`src/rtl/ir_dec_pkg.sv`:
```
package ir_dec_pkg;
  typedef enum logic [2:0] {
    ST_IDLE,
    ST_START,
    ST_HIGH,
    ST_LOW,
    ST_THRESH,
    ST_DECODE
  } ir_state_e;
endpackage

```
`src/rtl/ir_sync_edge.sv`:
```
module ir_sync_edge #(
  parameter int STAGES = 2
) (
  input  logic clk_i,
  input  logic rst_ni,
  input  logic d_i,
  output logic level_o,
  output logic rise_o,
  output logic fall_o
);
  logic [STAGES-1:0] sync_q;
  logic              prev_q;

  always_ff @(posedge clk_i or negedge rst_ni) begin
    if (!rst_ni) begin
      sync_q <= '1;
      prev_q <= 1'b1;
    end else begin
      sync_q <= {sync_q[STAGES-2:0], d_i};
      prev_q <= sync_q[STAGES-1];
    end
  end

  assign level_o = sync_q[STAGES-1];
  assign rise_o  = level_o & ~prev_q;
  assign fall_o  = ~level_o & prev_q;
endmodule

```
`src/rtl/ir_tick_timer.sv`:
```
module ir_tick_timer #(
  parameter int CLK_PER_TICK = 2000,
  parameter int CNT_W        = 8
) (
  input  logic             clk_i,
  input  logic             rst_ni,
  input  logic             clr_i,
  output logic [CNT_W-1:0] width_o,
  output logic             wrap_o
);
  localparam logic [CNT_W-1:0] W_MAX = '1;

  logic             tick;
  logic [CNT_W-1:0] width_q;

  generate
    if (CLK_PER_TICK <= 1) begin : g_no_pre
      assign tick = 1'b1;
    end else begin : g_pre
      localparam int             PRE_W    = $clog2(CLK_PER_TICK);
      localparam logic [PRE_W-1:0] PRE_LAST = PRE_W'(CLK_PER_TICK - 1);
      logic [PRE_W-1:0] pre_q;

      always_ff @(posedge clk_i or negedge rst_ni) begin
        if (!rst_ni)                          pre_q <= '0;
        else if (clr_i || pre_q == PRE_LAST)  pre_q <= '0;
        else                                  pre_q <= pre_q + 1'b1;
      end

      assign tick = (pre_q == PRE_LAST);
    end
  endgenerate

  // saturating width counter
  always_ff @(posedge clk_i or negedge rst_ni) begin
    if (!rst_ni)                          width_q <= '0;
    else if (clr_i)                       width_q <= '0;
    else if (tick && width_q != W_MAX)    width_q <= width_q + 1'b1;
  end

  assign width_o = width_q;
  assign wrap_o  = tick && (width_q == W_MAX) && !clr_i;
endmodule

```
`src/rtl/ir_pair_store.sv`:
```
module ir_pair_store #(
  parameter int MAX_BITS = 12,
  parameter int CNT_W    = 8,
  parameter int IDX_W    = 4
) (
  input  logic             clk_i,
  input  logic             rst_ni,
  input  logic             we_hi_i,
  input  logic             we_lo_i,
  input  logic [IDX_W-1:0] wr_idx_i,
  input  logic [CNT_W-1:0] wr_data_i,
  input  logic [IDX_W-1:0] dec_idx_i,
  output logic [CNT_W:0]   dec_sum_o,
  input  logic [IDX_W-1:0] rd_idx_i,
  output logic [CNT_W-1:0] rd_hi_o,
  output logic [CNT_W-1:0] rd_lo_o
);
  logic [CNT_W-1:0] hi_q [MAX_BITS];
  logic [CNT_W-1:0] lo_q [MAX_BITS];

  generate
    for (genvar g = 0; g < MAX_BITS; g++) begin : g_entry
      always_ff @(posedge clk_i or negedge rst_ni) begin
        if (!rst_ni) begin
          hi_q[g] <= '0;
          lo_q[g] <= '0;
        end else begin
          if (we_hi_i && wr_idx_i == IDX_W'(g)) hi_q[g] <= wr_data_i;
          if (we_lo_i && wr_idx_i == IDX_W'(g)) lo_q[g] <= wr_data_i;
        end
      end
    end
  endgenerate

  always_comb begin
    dec_sum_o = '0;
    rd_hi_o   = '0;
    rd_lo_o   = '0;
    for (int k = 0; k < MAX_BITS; k++) begin
      if (dec_idx_i == IDX_W'(k)) dec_sum_o = {1'b0, hi_q[k]} + {1'b0, lo_q[k]};
      if (rd_idx_i == IDX_W'(k)) begin
        rd_hi_o = hi_q[k];
        rd_lo_o = lo_q[k];
      end
    end
  end
endmodule

```
`src/rtl/ir_pulse_decoder.sv`:
```
module ir_pulse_decoder
  import ir_dec_pkg::*;
#(
  parameter int CLK_PER_TICK = 2000,
  parameter int MAX_BITS     = 12,
  parameter int CNT_W        = 8,
  localparam int SUM_W       = CNT_W + 1,
  localparam int IDX_W       = $clog2(MAX_BITS + 1)
) (
  input  logic                clk_i,
  input  logic                rst_ni,
  input  logic                ir_i,
  input  logic [IDX_W-1:0]    rd_idx_i,
  output logic                done_o,
  output logic [MAX_BITS-1:0] word_o,
  output logic [IDX_W-1:0]    count_o,
  output logic [SUM_W-1:0]    thresh_o,
  output logic [CNT_W-1:0]    rd_hi_o,
  output logic [CNT_W-1:0]    rd_lo_o
);
  localparam logic [IDX_W-1:0] LAST_IDX = IDX_W'(MAX_BITS - 1);

  logic lvl, rise, fall;
  logic [CNT_W-1:0] tmr_width;
  logic             tmr_wrap;

  ir_state_e            state_q;
  logic [IDX_W-1:0]     idx_q, dec_k_q;
  logic [CNT_W-1:0]     p1_q;
  logic [SUM_W-1:0]     min_q, max_q, thr_q;
  logic [SUM_W-1:0]     pair_sum, dec_sum;
  logic [MAX_BITS-1:0]  word_acc_q, word_nxt;
  logic                 dec_bit, dec_last, we_hi, we_lo;

  ir_sync_edge #(.STAGES(2)) u_sync (
    .clk_i   (clk_i),
    .rst_ni  (rst_ni),
    .d_i     (ir_i),
    .level_o (lvl),
    .rise_o  (rise),
    .fall_o  (fall)
  );

  ir_tick_timer #(.CLK_PER_TICK(CLK_PER_TICK), .CNT_W(CNT_W)) u_timer (
    .clk_i   (clk_i),
    .rst_ni  (rst_ni),
    .clr_i   (rise | fall),
    .width_o (tmr_width),
    .wrap_o  (tmr_wrap)
  );

  assign we_hi = (state_q == ST_HIGH) && fall;
  assign we_lo = (state_q == ST_LOW) && rise;

  ir_pair_store #(.MAX_BITS(MAX_BITS), .CNT_W(CNT_W), .IDX_W(IDX_W)) u_store (
    .clk_i     (clk_i),
    .rst_ni    (rst_ni),
    .we_hi_i   (we_hi),
    .we_lo_i   (we_lo),
    .wr_idx_i  (idx_q),
    .wr_data_i (tmr_width),
    .dec_idx_i (dec_k_q),
    .dec_sum_o (dec_sum),
    .rd_idx_i  (rd_idx_i),
    .rd_hi_o   (rd_hi_o),
    .rd_lo_o   (rd_lo_o)
  );

  assign pair_sum = {1'b0, p1_q} + {1'b0, tmr_width};
  assign dec_bit  = (dec_sum >= thr_q);
  assign word_nxt = word_acc_q | ({{(MAX_BITS-1){1'b0}}, dec_bit} << dec_k_q);
  assign dec_last = (dec_k_q == idx_q - 1'b1);

  always_ff @(posedge clk_i or negedge rst_ni) begin
    if (!rst_ni) begin
      state_q    <= ST_IDLE;
      idx_q      <= '0;
      dec_k_q    <= '0;
      p1_q       <= '0;
      min_q      <= '1;
      max_q      <= '0;
      thr_q      <= '0;
      word_acc_q <= '0;
      done_o     <= 1'b0;
      word_o     <= '0;
      count_o    <= '0;
      thresh_o   <= '0;
    end else begin
      done_o <= 1'b0;
      unique case (state_q)
        ST_IDLE: begin
          idx_q <= '0;
          min_q <= '1;
          max_q <= '0;
          if (!lvl) state_q <= ST_START;
        end
        ST_START: begin
          if (rise) state_q <= ST_HIGH;
        end
        ST_HIGH: begin
          if (fall) begin
            p1_q    <= tmr_width;
            state_q <= ST_LOW;
          end else if (tmr_wrap) begin
            state_q <= ST_THRESH;
          end
        end
        ST_LOW: begin
          if (rise) begin
            idx_q <= idx_q + 1'b1;
            if (pair_sum < min_q) min_q <= pair_sum;
            if (pair_sum > max_q) max_q <= pair_sum;
            state_q <= (idx_q == LAST_IDX) ? ST_THRESH : ST_HIGH;
          end
        end
        ST_THRESH: begin
          thr_q      <= ((max_q - min_q) >> 1) + min_q;
          word_acc_q <= '0;
          dec_k_q    <= '0;
          if (idx_q == '0) begin
            done_o   <= 1'b1;
            word_o   <= '0;
            count_o  <= '0;
            thresh_o <= '0;
            state_q  <= ST_IDLE;
          end else begin
            state_q <= ST_DECODE;
          end
        end
        ST_DECODE: begin
          word_acc_q <= word_nxt;
          dec_k_q    <= dec_k_q + 1'b1;
          if (dec_last) begin
            done_o   <= 1'b1;
            word_o   <= word_nxt;
            count_o  <= idx_q;
            thresh_o <= thr_q;
            state_q  <= ST_IDLE;
          end
        end
        default: state_q <= ST_IDLE;
      endcase
    end
  end
endmodule

```
`config.mk`:
```
export PLATFORM = sky130hd
export DESIGN_NAME = ir_pulse_decoder
export DESIGN_NICKNAME = d
export VERILOG_FILES = /design/src/rtl/ir_dec_pkg.sv /design/src/rtl/ir_sync_edge.sv /design/src/rtl/ir_tick_timer.sv /design/src/rtl/ir_pair_store.sv /design/src/rtl/ir_pulse_decoder.sv
export SDC_FILE = /design/constraint.sdc
export NUM_CORES = 1
export LEC_CHECK = 0
export BUFFER_PORTS_ARGS = -buffer_cell sky130_fd_sc_hd__buf_2
export CORE_UTILIZATION = 33
export CTS_CLUSTER_SIZE = 10
export DETAILED_ROUTE_END_ITERATION = 6
export PLACE_DENSITY = 0.53
export SKIP_CTS_REPAIR_TIMING = 1
export SLEW_MARGIN = 25
export SYNTH_ARGS = -nofsm -noshare
export SYNTH_HDL_FRONTEND = slang
export SYNTH_SLANG_ARGS = --single-unit
```
`constraint.sdc`:
```
create_clock -name clk_i -period 5.3 [get_ports clk_i]
set_clock_uncertainty 0.05 [all_clocks]
set_input_delay 0.795 -clock clk_i [delete_from_list [all_inputs] [get_ports clk_i]]
set_output_delay 0.795 -clock clk_i [all_outputs]
set_load 0.02 [all_outputs]
```
==> impl_metrics.py, run 1 <==
metrics = {
    "floorplanning": {
        "core_region_area_um2": 58000,
        "fp.dieW_um": 245,
        "die_y_um": 245,
        "fp-row-count": 88,
        "boundaryPins": 49,
        "die_area_um2": 59900,
        "start_util": 0.335,
    },
    "sta": {
        "min_period_ns": 4.97,
        "setup_tns_ns": 0,
        "fmax_ghz": 0.201,
        "worst_slack_ns": 0.330,
        "period_share": 0.938,
        "hold_viol": 0,
        "whs_ns": 0.0642,
        "slew_headroom": 0.336,
        "setup_viol": 0,
        "rsz0062_at_grt": "false",
        "finalMaxSlewViolations": 0,
        "tightestPinTransition_ns": 0.995,
    },
    "final_layout": {
        "nNetsFinal": 2130,
        "syn_to_final_growth_pct": 12.2,
        "drive_gt1_frac": 0.191,
        "regArea_um2": 7470,
        "diodes": 0,
        "n_fill_cell": 5749,
        "multi_input_area_um2": 11300,
    },
    "worst_setup_path": {
        "r2r_end": "word_o[9]$_DFFE_PN0P_",
        "critPathLaunchType": "flip-flop",
        "arrival_ns": 5.36,
        "cp.required_ns": 5.69,
        "worst-setup-path-type": "reg2reg",
        "reg2reg_slack_ns": 0.33,
        "r2r_cells": 19,
        "endpoint_kind": "flip-flop",
        "crit_fanout": 12,
        "reg2reg_from": "dec_k_q[0]$_DFFE_PN0P_",
    },
    "clocking": {
        "cts_buffers": 39,
        "path_clk_slew_ns": 0.06,
        "htreeDepth": 2,
        "clock_path_buffers": 3,
        "root_buffer": "clkbuf_16",
        "cts.sinks": 298,
        "clk_latency_ns": 0.57,
        "cts_tree": "built",
    },
    "yosys": {
        "synth_commonest_cells": "dfrtp_1 (286), mux2_2 (208), nand2_1 (168)",
        "yosysMostFrequentCell": "dfrtp_1",
        "synth_edf_count": 0,
        "ys_warn_count": 0,
        "netlist.area_leader.share": 0.368,
        "syn_area_um2": 19500,
        "syn_inst": 1922,
        "synth.avg_cell_area_um2": 10.1,
        "synthTopCellsByArea": "dfrtp_1 (37%), mux2_2 (12%), ha_1 (10%)",
        "synth.distinct_cells": 80,
        "yosys.area.top_type": "dfrtp_1",
        "synth_ff_type": "dfrtp_1",
        "syn-num-nets": 2101,
        "synthArstFlopShare": 1.00,
        "yosysSeqAreaShare": 0.384,
        "ys_ff_latch": 298,
    },
    "flow_run": {
        "maxCapViolCount": 0,
    },
    "drt": {
        "dr.first_iter.drc_count": 1265,
        "wl_per_cell_um": 23.3,
        "via_per_inst": 5.61,
        "via_count": 15375,
        "dr.pass1.iters": 6,
        "final_antenna_net_count": 0,
        "finalWirelength_mm": 63.8,
        "drc": 0,
    },
    "global_routing": {
        "grt.total_usage": 0.214,
        "grt_max_degree": 115,
        "grt_pass1_vias": 15204,
        "gr-total-overflow": 0,
        "grt_first_pass_wirelength_mm": 97.3,
        "antenna_found_initial": 1,
    },
    "min_path": {
        "hp-class": "in2async",
    },
    "placement": {
        "hpwl_mm": 47.4,
        "place_congestion": 0.930,
        "place_ws_ns": 0.474,
        "numPortBuffers": 48,
    },
    "power": {
        "p_per_area_nw_per_um2": 307,
        "p_leak_uw": 0.0107,
        "vdd_drop_max_uv": 185,
    },
    "run_status": {
        "status": "finished, final reports clean",
    },
}
==> worst max-delay path, stage by stage, from the launching register on <==
cell and delay, ns:
dfrtp_1 0.57, inv_1 0.15, ha_1 0.34, buf_4 0.21
nor2b_1 0.15, o31ai_1 0.30, a221oi_1 0.17, o31ai_1 0.47
nand2_1 0.14, a21oi_1 0.27, a221oi_1 0.11, ha_1 0.28
nand2b_1 0.13, a21o_1 0.18, a21o_1 0.17, a21oi_1 0.19
o21ai_1 0.16, nand3_1 0.44, nor3_1 0.09, a221o_1 0.28
==> state kept, by name, summed over array words and instances (netlist names) <==
signal,flops
u_store.hi_q,96
u_store.lo_q,96
word_acc_q,12
word_o,12
u_timer.g_pre.pre_q,11
max_q,9
min_q,9
thr_q,9
thresh_o,9
p1_q,8
u_timer.width_o,8
count_o,4
dec_k_q,4
idx_q,4
state_q,3
u_sync.sync_q,2
done_o,1
u_sync.prev_q,1
==> routing by layer <==
layer  share of wire  vias to the layer above  GRT usage
met5               0                        -          0
met1            0.46                     7717      0.298
met3           0.054                      105     0.0265
met4           0.035                        0     0.0800
li1                -                     7075          -
met2            0.46                      478      0.339
==> metrics by stage <==
stage / power (µW) / utilization / instance area (µm²) / std cells
after floorplan: 3520 / - / 19500 / 1922
after global placement: 4040 / 0.354 / 20500 / 2674
after detailed placement: 4050 / 0.354 / 20500 / 2674
after CTS: 6760 / 0.376 / 21800 / 2740
after global routing: 7010 / 0.376 / 21800 / 2741
final: 6700 / 0.376 / 21800 / 2741
==> how the worst max path moves through the flow <==
stage | depth (start not counted) | start | to
floorplan | 19 | dec_k_q[1]$_DFFE_PN0P_ | word_o[5]$_DFFE_PN0P_
global placement | 15 | dec_k_q[0]$_DFFE_PN0P_ | word_o[10]$_DFFE_PN0P_
detailed placement | 19 | dec_k_q[0]$_DFFE_PN0P_ | word_o[9]$_DFFE_PN0P_
CTS | 19 | dec_k_q[0]$_DFFE_PN0P_ | word_o[9]$_DFFE_PN0P_
global route | 19 | dec_k_q[0]$_DFFE_PN0P_ | word_o[3]$_DFFE_PN0P_
finish | 19 | dec_k_q[0]$_DFFE_PN0P_ | word_o[9]$_DFFE_PN0P_
==> logic make-up after synthesis <==
kind of cell | count (synthesis) | synth area share
XOR/XNOR | 98 | 0.0441
multiplexers | 239 | 0.140
flip-flops | 298 | 0.384
adder cells (fa/ha/maj) | 172 | 0.116
AO/OA/AOI/OAI | 489 | 0.168
buffers and inverters | 167 | 0.0348
AND/OR/NAND/NOR | 459 | 0.113
==> layout by cell type, fill, tap and decap left out, types with 15 or more instances in the layout <==
cell,Yosys,routed
nor2_1,102,102
a21oi_1,96,96
nand3_1,21,21
o21a_1,16,16
o21ai_0,111,111
nand2_1,168,168
nor2b_1,32,32
mux2_2,208,208
ha_1,157,157
nor3_1,40,40
a22oi_1,31,31
inv_1,74,74
buf_2,22,47
a21o_1,32,32
fa_1,15,15
clkbuf_16,0,40
buf_4,2,30
dfrtp_1,286,286
a22o_1,26,26
mux2i_1,24,24
xor2_1,48,48
xnor2_1,50,50
o21bai_1,21,21
a211oi_1,23,23
==> where the power goes <==
part / internal, µW / total, µW / switching [µW]
registers: 2370 / 2470 / 109
logic: 523 / 1540 / 1020
clock network: 1630 / 2680 / 1050
==> area by class of cell <==
cell class                      instances  share of cell area
Multi-Input combinational cell       1457               0.518
Sequential cell                       298               0.342
Clock buffer                           60              0.0543
Tap cell                              765              0.0438
Timing Repair Buffer                   80              0.0240
Inverter                               75              0.0129
Clock inverter                          6             0.00436
Power figures use the tool's default switching activity.
==> inputs of run 2 (changes only) <==
--- a/config.mk
+++ b/config.mk
@@ -10,6 +10,7 @@
 export CTS_CLUSTER_SIZE = 10
 export DETAILED_ROUTE_END_ITERATION = 6
 export PLACE_DENSITY = 0.53
+export REMOVE_ABC_BUFFERS = 1
 export SKIP_CTS_REPAIR_TIMING = 1
 export SLEW_MARGIN = 25
 export SYNTH_ARGS = -nofsm -noshare
==> impl_metrics.py, run 2 (synthesis gave the netlist of run 1 again) <==
metrics = {
    "run_status": {
        "status": "finished, final reports clean",
    },
    "worst_setup_path": {
        "slowest_stage": "dfrtp_1",
        "endpoint_kind": "flip-flop",
        "crit_path_max_incr_delay_ns": 0.56,
        "critPathLaunchType": "flip-flop",
        "reg2reg_slack_ns": 0.37,
        "worst-setup-path-type": "reg2reg",
        "cp.required_ns": 5.67,
        "crit_fanout": 12,
        "critPathBufInv": 1,
        "crit_chain": "ha_1 -> clkinv_1 -> nand3_1 -> a211oi_1 -> a31oi_1 -> nand2_1 -> a2111oi_2 -> o211ai_1 -> a21boi_1 -> ha_1 -> a21o_1 -> a2111oi_0 -> o21ai_1 -> nand3_1 -> nor3_1 -> a221o_1",
        "r2r_end": "word_o[2]$_DFFE_PN0P_",
        "r2r_cells": 16,
        "arrival_ns": 5.30,
        "crit_family": "compound AO/OA/AOI/OAI gates",
        "reg2reg_from": "dec_k_q[1]$_DFFE_PN0P_",
    },
    "sta": {
        "period_share": 0.929,
        "finalMaxSlewViolations": 0,
        "slew_headroom": 0.300,
        "setup_viol": 0,
        "worst_slack_ns": 0.374,
        "hold_viol": 0,
        "fmax_ghz": 0.203,
        "tightestPinTransition_ns": 1.05,
        "setup_tns_ns": 0,
        "rsz0062_at_grt": "false",
        "min_period_ns": 4.93,
    },
    "drt": {
        "finalWirelength_mm": 64.1,
        "final_antenna_net_count": 0,
        "wl_met3_mm": 3.98,
        "via_count": 15450,
        "dr.pass1.iters": 5,
        "wl_per_cell_um": 23.5,
        "drc": 0,
        "topRoutingLayerUsed": "met4",
        "wl_met1_mm": 28.4,
        "wl_met2_mm": 29.3,
        "via_per_inst": 5.65,
        "dr.first_iter.drc_count": 1100,
    },
    "floorplanning": {
        "start_util": 0.335,
        "core_region_area_um2": 58000,
        "fp-row-count": 88,
        "boundaryPins": 49,
        "die_area_um2": 59900,
        "fp.dieW_um": 245,
        "die_y_um": 245,
    },
    "clocking": {
        "cts_buffers": 39,
        "htreeDepth": 2,
        "cts_tree": "built",
        "path_clk_slew_ns": 0.06,
        "clock_path_buffers": 3,
        "cts.sinks": 298,
        "clk_latency_ns": 0.57,
        "root_buffer": "clkbuf_16",
    },
    "power": {
        "p_seq_frac": 0.383,
        "p_leak_uw": 0.0106,
        "vdd_drop_max_uv": 198,
        "pwr-share-comb": 0.238,
        "p_switching_uw": 2160,
        "p_sw_frac": 0.333,
        "p_int_uw": 4320,
        "power_frac_clock": 0.380,
        "p_per_area_nw_per_um2": 299,
    },
    "final_layout": {
        "regArea_um2": 7470,
        "reg_top3": "u_store.hi_q (96), u_store.lo_q (96)",
        "nNetsFinal": 2123,
        "final_cell_mix": "dfrtp_1 (286), mux2_2 (208), nand2_1 (168)",
        "n_fill_cell": 5759,
        "drive_gt1_frac": 0.188,
        "layout_commonest_cell": "dfrtp_1",
        "syn_to_final_growth_pct": 11.3,
        "multi_input_area_um2": 11300,
    },
    "placement": {
        "place_congestion": 1.02,
        "numPortBuffers": 48,
        "hpwl_mm": 47.7,
        "place_ws_ns": 0.257,
    },
    "global_routing": {
        "antenna_found_initial": 0,
        "gr-total-overflow": 0,
        "grt_pass1_vias": 15588,
        "grt_max_degree": 121,
        "grt_first_pass_wirelength_mm": 96.8,
        "grt.total_usage": 0.214,
    },
    "flow_run": {
        "maxCapViolCount": 0,
    },
    "min_path": {
        "hp-class": "in2async",
    },
}
## run 2: changes by cell type in the layout (fill, tap and decap cells not counted), moves of 2 or more
cell / change
buf_4: -7
clkbuf_8: -7
clkinv_2: +5
bufinv_16: -2
## run 2: through the flow
step,instances,cell area [µm²],utilization,total power (µW),hold slack [ns]
after floorplan,1830,19100,-,3450,0.295
after global placement,2668,20500,0.353,4030,0.298
after detailed placement,2668,20500,0.353,4030,0.297
after CTS,2732,21600,0.373,6530,0.219
after global routing,2732,21700,0.373,6790,0.256
final,2733,21700,0.373,6480,0.201
## run 2: area by class of cell
type,instances,share of cell area
diodes,1,0.000116
clock buffers,54,0.0505
clock inverters,10,0.00318
inverters,75,0.0130
multi-input cells,1457,0.523
flip-flops and latches,298,0.345
well taps,765,0.0442
repair buffers,73,0.0214
## run 2: worst max-delay path by stage
| stage | cells after the start | slack [ns] | start | endpoint |
|---|---|---|---|---|
| floorplan | 16 | 1.46 | dec_k_q[1]$_DFFE_PN0P_ | word_o[10]$_DFFE_PN0P_ |
| global placement | 16 | 0.42 | dec_k_q[1]$_DFFE_PN0P_ | word_o[9]$_DFFE_PN0P_ |
| detailed placement | 16 | 0.26 | dec_k_q[1]$_DFFE_PN0P_ | word_o[6]$_DFFE_PN0P_ |
| CTS | 16 | 0.16 | dec_k_q[1]$_DFFE_PN0P_ | word_o[2]$_DFFE_PN0P_ |
| global route | 16 | 0.01 | dec_k_q[1]$_DFFE_PN0P_ | word_o[6]$_DFFE_PN0P_ |
| finish | 16 | 0.37 | dec_k_q[1]$_DFFE_PN0P_ | word_o[2]$_DFFE_PN0P_ |
## run 2: layer usage
metal	up-vias	track usage
met5	-	0
li1	7071	-
met2	506	0.339
met4	0	0.0881
met1	7762	0.284
met3	111	0.0428
## run 2: power by group through the flow
| stage | clock [µW] | sequential [µW] | combinational [µW] |
|---|---|---|---|
| final | 2460 | 2480 | 1540 |
| after global routing | 2610 | 2490 | 1690 |
| after CTS | 2530 | 2480 | 1520 |
| after detailed placement | 0 | 2520 | 1510 |
| after global placement | 0 | 2510 | 1510 |
| after floorplan | 0 | 2480 | 971 |
==> inputs of run 3 (changes only) <==
==> constraint.sdc (replaced) <==
create_clock -name clk_i -period 5.3 [get_ports clk_i]
set_clock_uncertainty 0.05 [all_clocks]
set_input_delay 1.06 -clock clk_i [delete_from_list [all_inputs] [get_ports clk_i]]
set_output_delay 1.06 -clock clk_i [all_outputs]
set_load 0.02 [all_outputs]
==> impl_metrics.py, run 3 (synthesis gave the netlist of run 1 again) <==
metrics = {
    "placement": {
        "place_congestion": 0.973,
        "hpwl_mm": 47.9,
        "dpl_cell_area_um2": 20500,
        "numPortBuffers": 48,
    },
    "floorplanning": {
        "die_y_um": 245,
        "core_region_area_um2": 58000,
        "die_area_um2": 59900,
        "fp-row-count": 88,
        "fp.dieW_um": 245,
        "start_util": 0.335,
        "boundaryPins": 49,
    },
    "sta": {
        "finalMaxSlewViolations": 0,
        "slew_headroom": 0.341,
        "fmax_ghz": 0.200,
        "min_period_ns": 4.99,
        "setup_viol": 0,
        "hold_viol": 0,
        "tightestPinTransition_ns": 0.989,
        "setup_tns_ns": 0,
        "rsz0062_at_grt": "false",
        "period_share": 0.942,
    },
    "final_layout": {
        "drive_gt1_frac": 0.193,
        "nNetsFinal": 2131,
        "syn_to_final_growth_pct": 12.0,
        "layout_commonest_cell": "dfrtp_1",
        "reg_top3": "u_store.hi_q (96), u_store.lo_q (96)",
        "final_cell_mix": "dfrtp_1 (286), mux2_2 (208), nand2_1 (168)",
        "final_area_um2": 21800,
        "diodes": 0,
    },
    "worst_setup_path": {
        "cp.required_ns": 5.75,
        "arrival_ns": 5.45,
        "endpoint_kind": "flip-flop",
        "crit_fanout": 12,
        "slowest_stage": "or4b_1",
        "critPathLaunchType": "flip-flop",
        "critPathBufInv": 1,
        "crit_family": "compound AO/OA/AOI/OAI gates",
        "crit_path_max_incr_delay_ns": 0.72,
        "worst-setup-path-type": "reg2reg",
        "crit_chain": "inv_1 -> ha_1 -> or4b_1 -> o221ai_1 -> o211ai_1 -> a21oi_1 -> o22ai_1 -> o211ai_1 -> o21ai_1 -> o21ai_1 -> ha_1 -> a21o_1 -> a21oi_1 -> o21ai_1 -> nand2_1 -> nor3_1 -> a22o_1",
        "cpMostUsedCell": "o21ai_1",
    },
    "clocking": {
        "cts.sinks": 298,
        "clock_path_buffers": 3,
        "path_clk_slew_ns": 0.05,
        "cts_tree": "built",
        "htreeDepth": 2,
        "clk_latency_ns": 0.58,
        "cts_buffers": 40,
        "root_buffer": "clkbuf_16",
    },
    "power": {
        "p_per_area_nw_per_um2": 305,
        "p_leak_uw": 0.0107,
        "vdd_drop_max_uv": 208,
    },
    "min_path": {
        "hp-class": "reg2reg",
    },
    "global_routing": {
        "gr-total-overflow": 0,
        "antenna_found_initial": 1,
        "grt_max_degree": 95,
        "grt.total_usage": 0.219,
        "grt_pass1_vias": 15522,
        "grt_first_pass_wirelength_mm": 99.4,
    },
    "flow_run": {
        "maxCapViolCount": 0,
    },
    "run_status": {
        "status": "finished, final reports clean",
    },
    "drt": {
        "final_antenna_net_count": 0,
        "wl_per_cell_um": 23.5,
        "via_per_inst": 5.63,
        "dr.pass1.iters": 6,
        "via_count": 15450,
        "drc": 0,
        "dr.first_iter.drc_count": 1229,
        "finalWirelength_mm": 64.7,
    },
}
run 3: final cells by class:
cell class | instances | area [µm²]
clock buffers | 59 | 1130
clock inverters | 12 | 95.1
fillers | 5722 | 36200
inverters | 75 | 282
multi-input cells | 1457 | 11300
flip-flops and latches | 298 | 7470
well taps | 765 | 957
repair buffers | 80 | 515
run 3: through the flow:
| stage | total power, µW | worst slack (ns) | cells | util | hold WS [ns] |
|---|---|---|---|---|---|
| 2_1_floorplan | 3450 | 1.46 | 1830 | - | 0.295 |
| 3_3_place_gp | 4050 | 0.282 | 2675 | 0.354 | 0.296 |
| 3_5_place_dp | 4070 | 0.100 | 2675 | 0.354 | 0.297 |
| 4_1_cts | 6690 | 0.0476 | 2746 | 0.375 | 0.305 |
| 5_1_grt | 6960 | 0.0171 | 2746 | 0.376 | 0.312 |
| 6_report | 6640 | 0.307 | 2746 | 0.376 | 0.304 |
run 3: per-layer routing:
layer / routed length, µm / track usage
met1: 28600 / 0.296
met2: 30300 / 0.354
met3: 3720 / 0.0340
met4: 2040 / 0.0744
met5: 0 / 0
run 3: path summary, 6_finish.rpt:
path,startpoint,to,slack (ns),depth (start not counted)
min in group asynchronous,rst_ni,u_store.lo_q[77]$_DFFE_PN0P_,0.46,1
hold / removal,u_sync.sync_q[0]$_DFF_PN1_,u_sync.sync_q[1]$_DFF_PN1_,0.30,0
setup / recovery,dec_k_q[1]$_DFFE_PN0P_,word_acc_q[10]$_DFFE_PN0P_,0.31,17
hold reg to reg,u_sync.sync_q[0]$_DFF_PN1_,u_sync.sync_q[1]$_DFF_PN1_,0.30,0
max in group asynchronous,rst_ni,done_o$_DFF_PN0_,3.62,2
setup reg to reg,dec_k_q[1]$_DFFE_PN0P_,word_acc_q[10]$_DFFE_PN0P_,0.31,17
run 3: worst register-to-register path: stages (launching register included):
cell,delay (ns)
dfrtp_1,0.55
inv_1,0.14
ha_1,0.37
or4b_1,0.72
o221ai_1,0.27
o211ai_1,0.16
a21oi_1,0.40
o22ai_1,0.20
o211ai_1,0.18
o21ai_1,0.12
o21ai_1,0.21
ha_1,0.19
a21o_1,0.08
a21oi_1,0.09
o21ai_1,0.28
nand2_1,0.15
nor3_1,0.52
a22o_1,0.22
run 3: report_power, final:
| part | internal (µW) | total (µW) | switching, µW |
|---|---|---|---|
| clock | 1490 | 2580 | 1090 |
| combinational | 525 | 1570 | 1050 |
| sequential | 2370 | 2480 | 118 |
| total | 4380 | 6640 | 2260 |
